$ cat src/rtl/irqc_pkg.sv
package irqc_pkg;
  localparam int NUM_SRC  = 14;
  localparam int DATA_W   = 16;
  localparam int ADDR_W   = 2;
  localparam int LVL_W    = 3;
  localparam int NUM_LVL  = 6;
  localparam int ENA_W    = NUM_SRC + 1;      // sources plus master enable
  localparam int MASTER_B = NUM_SRC;          // master enable position
  localparam int OP_B     = DATA_W - 1;       // set/clear selector bit
  localparam int EXT_LO_B = 3;
  localparam int EXT_HI_B = 13;

  typedef enum logic [ADDR_W-1:0] {
    PORT_ENA_WR  = 2'd0,
    PORT_REQ_WR  = 2'd1,
    PORT_ENA_RD  = 2'd2,
    PORT_REQ_RD  = 2'd3
  } port_e;

  // Level carried by a request bit (fixed grouping).
  function automatic int unsigned level_of_bit(int unsigned b);
    if (b <= 2)       return 1;
    else if (b == 3)  return 2;
    else if (b <= 6)  return 3;
    else if (b <= 10) return 4;
    else if (b <= 12) return 5;
    else              return 6;
  endfunction

  // Mask of request bits belonging to one level.
  function automatic logic [NUM_SRC-1:0] level_mask(int unsigned lvl);
    logic [NUM_SRC-1:0] m;
    m = '0;
    for (int unsigned b = 0; b < NUM_SRC; b++)
      if (level_of_bit(b) == lvl) m[b] = 1'b1;
    return m;
  endfunction

  // Set/clear update of a register from a write word.
  function automatic logic [DATA_W-2:0] apply_write(logic [DATA_W-2:0] cur,
                                                    logic [DATA_W-2:0] bits,
                                                    logic op_set);
    return op_set ? (cur | bits) : (cur & ~bits);
  endfunction
endpackage

$ cat src/rtl/irqc_sc_reg.sv
module irqc_sc_reg
  import irqc_pkg::*;
#(
  parameter int W = NUM_SRC
) (
  input  logic         clk,
  input  logic         rst_n,
  input  logic         wr_en,
  input  logic         op_set,
  input  logic [W-1:0] wbits,
  input  logic [W-1:0] hw_set,
  output logic [W-1:0] q
);
  localparam int PADW = (DATA_W - 1) - W;

  logic [W-1:0] sw_next;
  logic [DATA_W-2:0] wide_cur, wide_bits, wide_res;

  assign wide_cur  = {{PADW{1'b0}}, q};
  assign wide_bits = {{PADW{1'b0}}, wbits};
  assign wide_res  = apply_write(wide_cur, wide_bits, op_set);

  always_comb begin
    sw_next = wr_en ? wide_res[W-1:0] : q;
  end

  // hardware set is ORed last, so it wins over a same-cycle clear
  always_ff @(posedge clk or negedge rst_n) begin
    if (!rst_n) q <= '0;
    else        q <= sw_next | hw_set;
  end

  a_r5_set_write: assert property (@(posedge clk) disable iff (!rst_n)
    (wr_en && op_set) |=> ((q & $past(wbits)) == $past(wbits)));

  a_r6_clear_write: assert property (@(posedge clk) disable iff (!rst_n)
    (wr_en && !op_set && ((wbits & hw_set) == '0)) |=> ((q & $past(wbits)) == '0));

  a_r8_hw_set_wins: assert property (@(posedge clk) disable iff (!rst_n)
    (hw_set != '0) |=> ((q & $past(hw_set)) == $past(hw_set)));
endmodule

$ cat src/rtl/irqc_prio_enc.sv
module irqc_prio_enc
  import irqc_pkg::*;
(
  input  logic               clk,
  input  logic               rst_n,
  input  logic [NUM_SRC-1:0] pending,
  input  logic [NUM_SRC-1:0] enables,
  input  logic               master,
  output logic [LVL_W-1:0]   level
);
  logic [NUM_SRC-1:0] qualified;
  logic [NUM_LVL:1]   lvl_hit;
  logic [LVL_W-1:0]   lvl_next;

  assign qualified = master ? (pending & enables) : '0;

  for (genvar l = 1; l <= NUM_LVL; l++) begin : g_lvl
    assign lvl_hit[l] = |(qualified & level_mask(l));
  end

  always_comb begin
    lvl_next = '0;
    for (int l = 1; l <= NUM_LVL; l++)
      if (lvl_hit[l]) lvl_next = LVL_W'(l);
  end

  always_ff @(posedge clk or negedge rst_n) begin
    if (!rst_n) level <= '0;
    else        level <= lvl_next;
  end

  a_r2_master_gate: assert property (@(posedge clk) disable iff (!rst_n)
    !master |=> (level == '0));

  a_r4_idle_zero: assert property (@(posedge clk) disable iff (!rst_n)
    ((pending & enables) == '0) |=> (level == '0));

  a_r9_never_seven: assert property (@(posedge clk) disable iff (!rst_n)
    level != 3'd7);
endmodule

$ cat src/rtl/irq_prio_ctrl.sv
module irq_prio_ctrl
  import irqc_pkg::*;
(
  input  logic               clk,
  input  logic               rst_n,
  input  logic               bus_wr,
  input  logic [ADDR_W-1:0]  bus_addr,
  input  logic [DATA_W-1:0]  bus_wdata,
  output logic [DATA_W-1:0]  bus_rdata,
  input  logic [NUM_SRC-1:0] dev_pulse,
  input  logic               ext_lo_irq,
  input  logic               ext_hi_irq,
  output logic [LVL_W-1:0]   irq_level
);
  logic               ena_we, req_we, op_set;
  logic [ENA_W-1:0]   ena_q;
  logic [NUM_SRC-1:0] req_q;
  logic [NUM_SRC-1:0] hw_set;
  logic [NUM_SRC-1:0] ext_set;

  assign ena_we = bus_wr && (bus_addr == PORT_ENA_WR);
  assign req_we = bus_wr && (bus_addr == PORT_REQ_WR);
  assign op_set = bus_wdata[OP_B];

  always_comb begin
    ext_set = '0;
    ext_set[EXT_LO_B] = ext_lo_irq;
    ext_set[EXT_HI_B] = ext_hi_irq;
  end
  assign hw_set = dev_pulse | ext_set;

  irqc_sc_reg #(.W(ENA_W)) u_ena (
    .clk(clk), .rst_n(rst_n), .wr_en(ena_we), .op_set(op_set),
    .wbits(bus_wdata[ENA_W-1:0]), .hw_set({ENA_W{1'b0}}), .q(ena_q)
  );

  irqc_sc_reg #(.W(NUM_SRC)) u_req (
    .clk(clk), .rst_n(rst_n), .wr_en(req_we), .op_set(op_set),
    .wbits(bus_wdata[NUM_SRC-1:0]), .hw_set(hw_set), .q(req_q)
  );

  irqc_prio_enc u_enc (
    .clk(clk), .rst_n(rst_n), .pending(req_q),
    .enables(ena_q[NUM_SRC-1:0]), .master(ena_q[MASTER_B]), .level(irq_level)
  );

  always_comb begin
    unique case (bus_addr)
      PORT_ENA_RD: bus_rdata = {{(DATA_W-ENA_W){1'b0}}, ena_q};
      PORT_REQ_RD: bus_rdata = {{(DATA_W-NUM_SRC){1'b0}}, req_q};
      default:     bus_rdata = '0;
    endcase
  end

  a_r12_status_write_inert: assert property (@(posedge clk) disable iff (!rst_n)
    (bus_wr && bus_addr[1] && (hw_set == '0)) |=> ($stable(ena_q) && $stable(req_q)));

  a_r7_ext_hi_sets: assert property (@(posedge clk) disable iff (!rst_n)
    ext_hi_irq |=> req_q[EXT_HI_B]);

  a_r7_ext_lo_sets: assert property (@(posedge clk) disable iff (!rst_n)
    ext_lo_irq |=> req_q[EXT_LO_B]);
endmodule

$ cat config.mk
export PLATFORM = sky130hd
export DESIGN_NAME = irq_prio_ctrl
export DESIGN_NICKNAME = d
export VERILOG_FILES = /design/src/rtl/irqc_pkg.sv /design/src/rtl/irqc_sc_reg.sv /design/src/rtl/irqc_prio_enc.sv /design/src/rtl/irq_prio_ctrl.sv
export SDC_FILE = /design/constraint.sdc
export NUM_CORES = 1
export LEC_CHECK = 0
export ABC_AREA = 0
export BUFFER_PORTS_ARGS = -buffer_cell sky130_fd_sc_hd__buf_2
export CAP_MARGIN = 25
export CORE_ASPECT_RATIO = 0.8
export CORE_UTILIZATION = 30
export CTS_BUF_LIST = sky130_fd_sc_hd__clkbuf_4 sky130_fd_sc_hd__clkbuf_8
export DETAILED_ROUTE_END_ITERATION = 6
export SLEW_MARGIN = 30
export SYNTH_ARGS = -nofsm -noshare
export SYNTH_HDL_FRONTEND = slang
export SYNTH_HIERARCHICAL = 1
export SYNTH_SLANG_ARGS = --single-unit
$ cat constraint.sdc
create_clock -name clk -period 2.1 [get_ports clk]
set_clock_uncertainty 0.2 [all_clocks]
set_input_delay 0.42 -clock clk [delete_from_list [all_inputs] [get_ports clk]]
set_output_delay 0.42 -clock clk [all_outputs]
set_load 0.02 [all_outputs]
==> results.toml, run 1 <==
[timing]
fin_setup_tns_ps = 0
worst_slew_margin_rel_pct = 50.9
tightest_slew_ps = 737
period_share_pct = 92.3
final_hold_viol_count = 12
slew_viol_final = 0
finalSetupViolations = 0
hold_slack_ps = -1.20
grt_setup_unrepaired = "false"
clock.fmax_ghz = 0.516
final.min_clock_period_ps = 1940

[cts]
cts-root-to-sink-buffers = 2
cts_resized = 0
cts_htree_levels = 2
ctsRootBufferMaster = "sky130_fd_sc_hd__clkbuf_8"
insertion_delay_ps = 290
post-cts-setup-buffers = 0
clkSinkCount = 32
tritoncts = "built"
cts_buffers = 5
holdBufCountCts = 0
clk_transition_reported_paths_ps = 60

[logic_synthesis]
synth_edf_count = 0
synth_compound_area_share_pct = 33.5
muxShareOfSynthArea_pct = 7.75
synth_top_family_by_area = "compound AO/OA/AOI/OAI gates"
synth_sequential_area_ratio_pct = 44.3
simple_gate_share_of_the_synthesized_area_pct = 8.30
post_synth_xor_area_fraction_pct = 0
avgSynthCellArea_um2 = 11.9
post_synth_fa_ha_maj_area_fraction_pct = 0
synth_cell_types = 27
netlist_area_mm2 = 0.00181
synth-async-reset-ratio_pct = 100
yosys_warnings = 6
synthCells = 152
prevailing_post_synth_register_cell = "sky130_fd_sc_hd__dfrtp_1"
number_of_register_bits_inferred_by_synthesis = 32

[drt]
drc = 0
antenna_left = 0
vias_per_cell = 4.93
route.vias.total = 1489
met2_length_mm = 1.83
route.detailed.wl_per_inst_um = 14.6
maxUsedRoutingLayer = "met4"
drt_first_pass_iters = 4
drc_violation_total_after_the_first_tritonroute_iteration = 116
wl_met1_mm = 2.21
totalWireLength_mm = 4.41
route.met3.wl_um = 315

[global_routing]
grt.overflow.total = 0
grt_start_max_net_pins = 33
number_of_global_route_vias_before_repair = 1394
global_route_wire_length_before_repair_mm = 7.04
number_of_antenna_violations_at_the_first_check_in_global_routing = 1
track_usage_pct = 14.9

[place]
postPlaceCellArea_mm2 = 0.00220
routabilityCongestion = 0.744
port-buffer-count = 54
detailedPlacementHpwl_mm = 3.20

[final_layout]
diodes = 0
finish.instance_area_mm2 = 0.00230
filler_cell_count = 578
syn2layout_area_growth_pct = 27.0
layout-drive-gt1-share_pct = 34.4
num-nets-final = 260

[floorplan]
core_mm2 = 0.00562
die_h_um = 71.5
initial_core_util_pct = 32.2
rows = 24
die_w_um = 88.8
top_level_ports = 56
die-area_mm2 = 0.00635

[worst_setup_path]
crit_chain = "buf_2 -> buf_4 -> mux2i_1 -> nor2b_1 -> buf_2"
critPathLaunchType = "input pin"
worst-setup-path-type = "input pin to output pin"
crit_required_ps = 1480
cp.arrival_ps = 1320
worstSetupEndpointType = "output pin"
critPathMaxFanout = 9
critical_path.slowest_cell = "sky130_fd_sc_hd__buf_2"
crit_top_cell = "sky130_fd_sc_hd__buf_2"
worst_path_largest_cell_delay_ps = 250

[power]
p_leak_nw = 0.970
power_density_mw_per_mm2 = 608
ir_drop_mv = 0.285

[run_status]
violations_in_the_final_reports = "negative hold slack"
run_status = "finished, violations left"

[run]
cap_violations = 0

[hold_path]
timing.hold.worst.class = "input pin to async pin"
## cell type report
class | instances | area [um2] | area share, %
multi-input combinational | 122 | 962 | 41.9
inverter | 1 | 3.75 | 0.163
sequential | 32 | 801 | 34.9
tap | 78 | 97.6 | 4.25
clock buffer | 8 | 97.6 | 4.25
timing repair buffer | 61 | 335 | 14.6
## layout by cell type, fill, tap and decap left out, types with 2 or more instances in the layout
cell                       netlist  final
sky130_fd_sc_hd__or2_2           2      2
sky130_fd_sc_hd__nor2b_1        14     14
sky130_fd_sc_hd__a22oi_2         2      2
sky130_fd_sc_hd__nand2_1         3      3
sky130_fd_sc_hd__and3b_2         2      2
sky130_fd_sc_hd__buf_4           2      6
sky130_fd_sc_hd__mux2i_1        14     14
sky130_fd_sc_hd__dfrtp_1        32     32
sky130_fd_sc_hd__clkbuf_4        0      2
sky130_fd_sc_hd__clkbuf_8        0      6
sky130_fd_sc_hd__conb_1          1     16
sky130_fd_sc_hd__a311o_1        29     29
sky130_fd_sc_hd__a21boi_1       11     11
sky130_fd_sc_hd__a222oi_1        2      2
sky130_fd_sc_hd__a21boi_0       18     18
sky130_fd_sc_hd__buf_2           4     54
## cell usage after synthesis, types with 2 or more instances
| master | instances | area [um2] |
|---|---|---|
| sky130_fd_sc_hd__nor2b_1 | 14 | 87.6 |
| sky130_fd_sc_hd__a311o_1 | 29 | 290 |
| sky130_fd_sc_hd__buf_6 | 4 | 45.0 |
| sky130_fd_sc_hd__a21boi_1 | 11 | 82.6 |
| sky130_fd_sc_hd__a222oi_1 | 2 | 20.0 |
| sky130_fd_sc_hd__or2_2 | 2 | 12.5 |
| sky130_fd_sc_hd__a21boi_0 | 18 | 135 |
| sky130_fd_sc_hd__buf_2 | 4 | 20.0 |
| sky130_fd_sc_hd__buf_4 | 2 | 15.0 |
| sky130_fd_sc_hd__dfrtp_1 | 32 | 801 |
| sky130_fd_sc_hd__nand2_1 | 3 | 11.3 |
| sky130_fd_sc_hd__a22oi_2 | 2 | 25.0 |
| sky130_fd_sc_hd__mux2i_1 | 14 | 140 |
| sky130_fd_sc_hd__and3b_2 | 2 | 20.0 |
## logic make-up (layout without fill, tap and decap cells)
kind of cell,count (synthesis),after routing
compound gates,68,68
flops,32,32
simple gates,24,24
mux,14,14
buf+inv,13,70
other cells,1,16
## flip-flops by register name, indices dropped and copies added (netlist names)
signal and flops:
u_enc/level 3, u_req/q 14, u_ena/q 15
## worst max-delay path, delay by kind of cell
| family | cells | cell delay (ps) |
|---|---|---|
| buffers and inverters | 3 | 630 |
| and+or+nand+nor | 1 | 60 |
| muxes | 1 | 200 |
## power breakdown
group | switching (W) | total (W) | internal (W)
Clock | 0.000218 | 0.000511 | 0.000293
Sequential | 0.0000160 | 0.000654 | 0.000638
Combinational | 0.000134 | 0.000232 | 0.0000975
## metrics by stage
stage | utilization, % | hold slack (ps) | setup WS (ps) | total power, W | cells
5_1_grt | 40.9 | 46.4 | 84.5 | 0.00147 | 302
4_1_cts | 40.9 | 25.2 | 154 | 0.00142 | 302
2_1_floorplan | - | -75.6 | 288 | 0.000797 | 167
3_5_place_dp | 39.2 | 330 | 157 | 0.000898 | 294
6_report | 40.9 | -1.20 | 161 | 0.00140 | 302
3_3_place_gp | 39.2 | 330 | 190 | 0.000896 | 294
## routing by layer
metal,vias to the layer above,global-route usage [%]
li1,736,-
met1,697,21.6
met2,48,20.7
met3,8,4.84
met4,0,5.02
met5,-,0
## worst paths after layout
kind | start | endpoint | slack, ps | depth (start not counted)
setup / recovery | bus_addr[0] | bus_rdata[4] | 160 | 5
hold / removal | rst_n | u_ena/q[8]$_DFF_PN0_ | -1 | 1
setup reg to reg | u_req/q[4]$_DFF_PN0_ | u_enc/level[0]$_DFF_PN0_ | 480 | 3
hold reg to reg | u_ena/q[14]$_DFF_PN0_ | u_enc/level[0]$_DFF_PN0_ | 360 | 2
max in group asynchronous | rst_n | u_req/q[3]$_DFF_PN0_ | 1230 | 1
min in group clk | dev_pulse[5] | u_req/q[5]$_DFF_PN0_ | 130 | 2
Note: power is estimated with default switching activity, not from simulation.
==> inputs of run 2 (changes only) <==
--- a/config.mk
+++ b/config.mk
@@ -7,11 +7,12 @@
 export LEC_CHECK = 0
 export ABC_AREA = 0
 export BUFFER_PORTS_ARGS = -buffer_cell sky130_fd_sc_hd__buf_2
-export CAP_MARGIN = 25
 export CORE_ASPECT_RATIO = 0.8
-export CORE_UTILIZATION = 30
+export CORE_MARGIN = 4
+export CORE_UTILIZATION = 57
 export CTS_BUF_LIST = sky130_fd_sc_hd__clkbuf_4 sky130_fd_sc_hd__clkbuf_8
 export DETAILED_ROUTE_END_ITERATION = 6
+export PLACE_DENSITY = 0.88
 export SLEW_MARGIN = 30
 export SYNTH_ARGS = -nofsm -noshare
 export SYNTH_HDL_FRONTEND = slang
==> run 2 against run 1 <==
The run still ends with negative hold slack left. Non-clock buffer count unchanged. Combinational power about the same. Die area down 35%. Critical path depth unchanged. Critical path type unchanged. Sequential share of layout area up 1.0 points. Final cell count down 14%.
==> results.toml, run 2 (synthesis gave the netlist of run 1 again) <==
[drt]
drc_violation_total_after_the_first_tritonroute_iteration = 104
antenna_left = 0
totalWireLength_mm = 4.72
drc = 0
vias_per_cell = 6.14
route.vias.total = 1603
drt_first_pass_iters = 4
route.detailed.wl_per_inst_um = 18.1

[floorplan]
initial_core_util_pct = 62.5
core_mm2 = 0.00289
die-area_mm2 = 0.00415
die_w_um = 71.0
die_h_um = 58.4
rows = 17
top_level_ports = 56

[power]
ir_drop_mv = 0.512
p_leak_nw = 0.963
report.power.total_w = 0.00135
power_density_mw_per_mm2 = 603

[cts]
cts_resized = 0
cts_htree_levels = 2
tritoncts = "built"
ctsRootBufferMaster = "sky130_fd_sc_hd__clkbuf_8"
clkSinkCount = 32
cts-root-to-sink-buffers = 2
cts_buffers = 5
insertion_delay_ps = 280
post-cts-setup-buffers = 0
clk_transition_reported_paths_ps = 70
holdBufCountCts = 0

[final_layout]
area_of_combinational_cells_with_multiple_inputs_um2 = 962
largest_registers_ranked_by_flip_flop_count = "u_ena/q x15, u_req/q x14, u_enc/level x3"
num-nets-final = 260
layout_commonest_cell = "sky130_fd_sc_hd__buf_2"
largest-register = "u_ena/q"
final_cell_mix = "sky130_fd_sc_hd__buf_2 (54), sky130_fd_sc_hd__dfrtp_1 (32), sky130_fd_sc_hd__a311o_1 (29)"
filler_cell_count = 204
syn2layout_area_growth_pct = 23.3
largest_register_ff_count = 15
seq_area_um2 = 801
diodes = 0
layout-drive-gt1-share_pct = 34.1

[worst_setup_path]
critPathMaxFanout = 9
cp.arrival_ps = 1300
worst-setup-path-type = "input pin to output pin"
crit_required_ps = 1480
worstSetupEndpointType = "output pin"
critPathLaunchType = "input pin"

[timing]
grt_setup_unrepaired = "false"
fin_setup_tns_ps = 0
finalSetupViolations = 0
final_hold_viol_count = 26
clock.fmax_ghz = 0.520
period_share_pct = 91.7
final.min_clock_period_ps = 1920
slew_viol_final = 0
tightest_slew_ps = 723
hold_slack_ps = -10.2
worst_slew_margin_rel_pct = 51.8

[run]
cap_violations = 0

[global_routing]
grt.overflow.total = 0
number_of_global_route_vias_before_repair = 1663
track_usage_pct = 23.6
number_of_antenna_violations_at_the_first_check_in_global_routing = 0
global_route_wire_length_before_repair_mm = 7.55
grt_start_max_net_pins = 33

[run_status]
run_status = "finished, violations left"
violations_in_the_final_reports = "negative hold slack"

[place]
detailedPlacementHpwl_mm = 3.38
routabilityCongestion = 0.907
port-buffer-count = 54

[hold_path]
timing.hold.worst.class = "input pin to async pin"
## run 2: through the flow
step / hold WS [ps] / area (um2) / cells / utilization, % / setup WS [ps]
after CTS: 0.838 / 2230 / 261 / 77.1 / 171
final: -10.2 / 2230 / 261 / 77.1 / 175
after detailed placement: 306 / 2150 / 254 / 74.3 / 170
after floorplan: -75.6 / 1870 / 167 / - / 288
after global routing: 44.4 / 2230 / 261 / 77.1 / 124
after global placement: 296 / 2150 / 254 / 74.3 / 233
## run 2: power breakdown
| group | switching, W | total (W) | internal [W] |
|---|---|---|---|
| registers | 0.0000166 | 0.000654 | 0.000638 |
| logic | 0.000138 | 0.000235 | 0.0000974 |
| clock network | 0.000218 | 0.000456 | 0.000238 |
| total | 0.000373 | 0.00135 | 0.000973 |
## run 2: worst max-delay path: stages
cell and delay [ps]:
sky130_fd_sc_hd__buf_2 250, sky130_fd_sc_hd__buf_12 180, sky130_fd_sc_hd__mux2i_1 200, sky130_fd_sc_hd__nor2b_1 80, sky130_fd_sc_hd__buf_2 160
## run 2: final timing paths
path | start | end | slack, ps | cells after the start
min reg2reg | u_ena/q[14]$_DFF_PN0_ | u_enc/level[0]$_DFF_PN0_ | 420 | 2
max | bus_addr[0] | bus_rdata[10] | 180 | 5
min | rst_n | u_ena/q[8]$_DFF_PN0_ | -10 | 1
min in group clk | dev_pulse[2] | u_req/q[2]$_DFF_PN0_ | 140 | 2
max in group asynchronous | rst_n | u_ena/q[5]$_DFF_PN0_ | 1240 | 1
max reg2reg | u_req/q[4]$_DFF_PN0_ | u_enc/level[0]$_DFF_PN0_ | 530 | 3
## run 2: final cells by class
cell class | count | area share [%]
multi-input cells | 122 | 43.1
flip-flops and latches | 32 | 35.9
repair buffers | 61 | 15.0
clock buffers | 6 | 3.42
well taps | 38 | 2.13
clock inverters | 1 | 0.224
inverters | 1 | 0.168
## run 2: layer usage
layer  vias up  part of all wire [%]  routed length [um]  GRT usage (%)
li1        738                     -                   -              -
met1       786                    41                1930           27.2
met2        67                    50                2380           41.1
met3        12                   7.2                 339           7.85
met4         0                   1.5                  70           8.85
met5         -                     0                   0              0
==> inputs of run 3 (changes only) <==
--- a/config.mk
+++ b/config.mk
@@ -6,13 +6,15 @@
 export NUM_CORES = 1
 export LEC_CHECK = 0
 export ABC_AREA = 0
-export BUFFER_PORTS_ARGS = -buffer_cell sky130_fd_sc_hd__buf_2
+export BUFFER_PORTS_ARGS = -buffer_cell sky130_fd_sc_hd__clkbuf_2
+export CAP_MARGIN = 20
 export CORE_ASPECT_RATIO = 0.8
 export CORE_MARGIN = 4
 export CORE_UTILIZATION = 57
 export CTS_BUF_LIST = sky130_fd_sc_hd__clkbuf_4 sky130_fd_sc_hd__clkbuf_8
 export DETAILED_ROUTE_END_ITERATION = 6
 export PLACE_DENSITY = 0.88
+export RECOVER_POWER = 100
 export SLEW_MARGIN = 30
 export SYNTH_ARGS = -nofsm -noshare
 export SYNTH_HDL_FRONTEND = slang
==> run 3 against run 2 <==
Critical path type unchanged. The flow now finishes without violations. Global-route usage is 2.0 points lower. Sequential power hardly changed. Worst hold slack better by 20 ps. Fmax is 3.6% higher. Flip-flop and latch count stayed put. Combinational power is 8% lower. Final cell count is 0.77% lower. Largest cell class unchanged. First-iteration DRC count is 4.8% lower. Core utilization is 2.2 points lower. Largest power group unchanged.
==> results.toml, run 3 (synthesis gave the netlist of run 1 again) <==
[cts]
tritoncts = "built"
clkSinkCount = 32
post-cts-setup-buffers = 0
cts-root-to-sink-buffers = 2
clk_transition_reported_paths_ps = 60
cts_buffers = 5
insertion_delay_ps = 280
ctsRootBufferMaster = "sky130_fd_sc_hd__clkbuf_8"
holdBufCountCts = 0
cts_resized = 0
cts_htree_levels = 2

[drt]
totalWireLength_mm = 4.30
maxUsedRoutingLayer = "met4"
drc = 0
vias_per_cell = 5.95
route.vias.total = 1540
wl_met1_mm = 1.82
drt_first_pass_iters = 4
route.met3.wl_um = 368
drc_violation_total_after_the_first_tritonroute_iteration = 99
antenna_left = 0
route.detailed.wl_per_inst_um = 16.6
met2_length_mm = 2.09

[worst_setup_path]
critPathMaxFanout = 16
crit_required_ps = 1480
critPathLaunchType = "input pin"
worst-setup-path-type = "input pin to output pin"
worstSetupEndpointType = "output pin"
cp.arrival_ps = 1240

[final_layout]
diodes = 0
largest_registers_ranked_by_flip_flop_count = "u_ena/q x15, u_req/q x14, u_enc/level x3"
syn2layout_area_growth_pct = 19.8
finish.instance_area_mm2 = 0.00217
layout_commonest_cell = "sky130_fd_sc_hd__clkbuf_2"
layout-drive-gt1-share_pct = 24.9
final_cell_mix = "sky130_fd_sc_hd__clkbuf_2 (38), sky130_fd_sc_hd__dfrtp_1 (32), sky130_fd_sc_hd__a311o_1 (29)"
largest_register_ff_count = 15
num-nets-final = 258
final_standard_cell_utilization_of_the_core_pct = 75.0
largest-register = "u_ena/q"

[floorplan]
top_level_ports = 56
die_w_um = 71.0
die-area_mm2 = 0.00415
die_h_um = 58.4
rows = 17
initial_core_util_pct = 62.5
core_mm2 = 0.00289

[global_routing]
global_route_wire_length_before_repair_mm = 7.07
grt.overflow.total = 0
grt_start_max_net_pins = 33
number_of_global_route_vias_before_repair = 1556
number_of_antenna_violations_at_the_first_check_in_global_routing = 0
track_usage_pct = 21.6

[timing]
clock.fmax_ghz = 0.538
hold_slack_ps = 9.57
slew_viol_final = 0
final_hold_viol_count = 0
worst_slew_margin_rel_pct = 48.0
grt_setup_unrepaired = "false"
fin_setup_tns_ps = 0
final.min_clock_period_ps = 1860
period_share_pct = 88.5
finalSetupViolations = 0
tightest_slew_ps = 780
final_critical_path_setup_slack_ps = 241

[hold_path]
timing.hold.worst.class = "input pin to async pin"

[power]
ir_drop_mv = 0.464
power_density_mw_per_mm2 = 604
p_leak_nw = 0.904

[place]
detailedPlacementHpwl_mm = 3.10
dpl_worst_slack_ps = 224
postPlaceCellArea_mm2 = 0.00212
routabilityCongestion = 0.820
port-buffer-count = 54

[run_status]
run_status = "complete, no violations"

[run]
cap_violations = 0
[run 3: cell types whose count changed in the layout (fill, tap and decap cells not counted)]
cell                       previous run  this run
sky130_fd_sc_hd__a221oi_1             0         1
sky130_fd_sc_hd__a21boi_0            18        25
sky130_fd_sc_hd__clkbuf_1             0        17
sky130_fd_sc_hd__a21boi_1            11         4
sky130_fd_sc_hd__buf_4                6         4
sky130_fd_sc_hd__nor3b_2              1         0
sky130_fd_sc_hd__buf_12               1         0
sky130_fd_sc_hd__buf_2               54         0
sky130_fd_sc_hd__nor3b_1              0         1
sky130_fd_sc_hd__a221oi_2             1         0
sky130_fd_sc_hd__clkbuf_2             0        38
[run 3: path summary, 6_finish.rpt]
check	from	to	slack (ps)	depth (start not counted)
hold / removal	rst_n	u_ena/q[8]$_DFF_PN0_	10	1
setup / recovery	bus_addr[1]	bus_rdata[14]	240	4
hold reg to reg	u_ena/q[14]$_DFF_PN0_	u_enc/level[0]$_DFF_PN0_	360	2
max in group asynchronous	rst_n	u_ena/q[2]$_DFF_PN0_	1190	1
min in group clk	dev_pulse[12]	u_req/q[12]$_DFF_PN0_	150	2
setup reg to reg	u_req/q[8]$_DFF_PN0_	u_enc/level[1]$_DFF_PN0_	650	3
[run 3: metrics by stage]
stage          power [W]  std cells
3_5_place_dp    0.000891        252
6_report         0.00131        259
4_1_cts          0.00133        259
3_3_place_gp    0.000882        252
2_1_floorplan   0.000797        167
5_1_grt          0.00137        259
[run 3: critical path, cell delays in order]
cell	delay [ps]
sky130_fd_sc_hd__clkbuf_2	90
sky130_fd_sc_hd__clkbuf_2	270
sky130_fd_sc_hd__and3b_2	230
sky130_fd_sc_hd__clkbuf_1	230
[run 3: cell type report]
class,instances,area (um2)
fill,222,724
inverter,1,3.75
clock buffer,6,76.3
multi-input combinational,122,951
tap,38,47.5
timing repair buffer,59,284
sequential,32,801
clock inverter,1,5.00
[run 3: where the power goes]
part           switching (W)  total [W]  internal, W
Sequential         0.0000172   0.000655     0.000638
Combinational       0.000132   0.000217    0.0000850
Clock               0.000200   0.000437     0.000237
[run 3: metal layers]
metal  GRT usage (%)  vias to the layer above
li1                -                      732
met1            28.1                      748
met2            36.3                       57
met3            5.46                        3
met4            5.63                        0
met5               0                        -
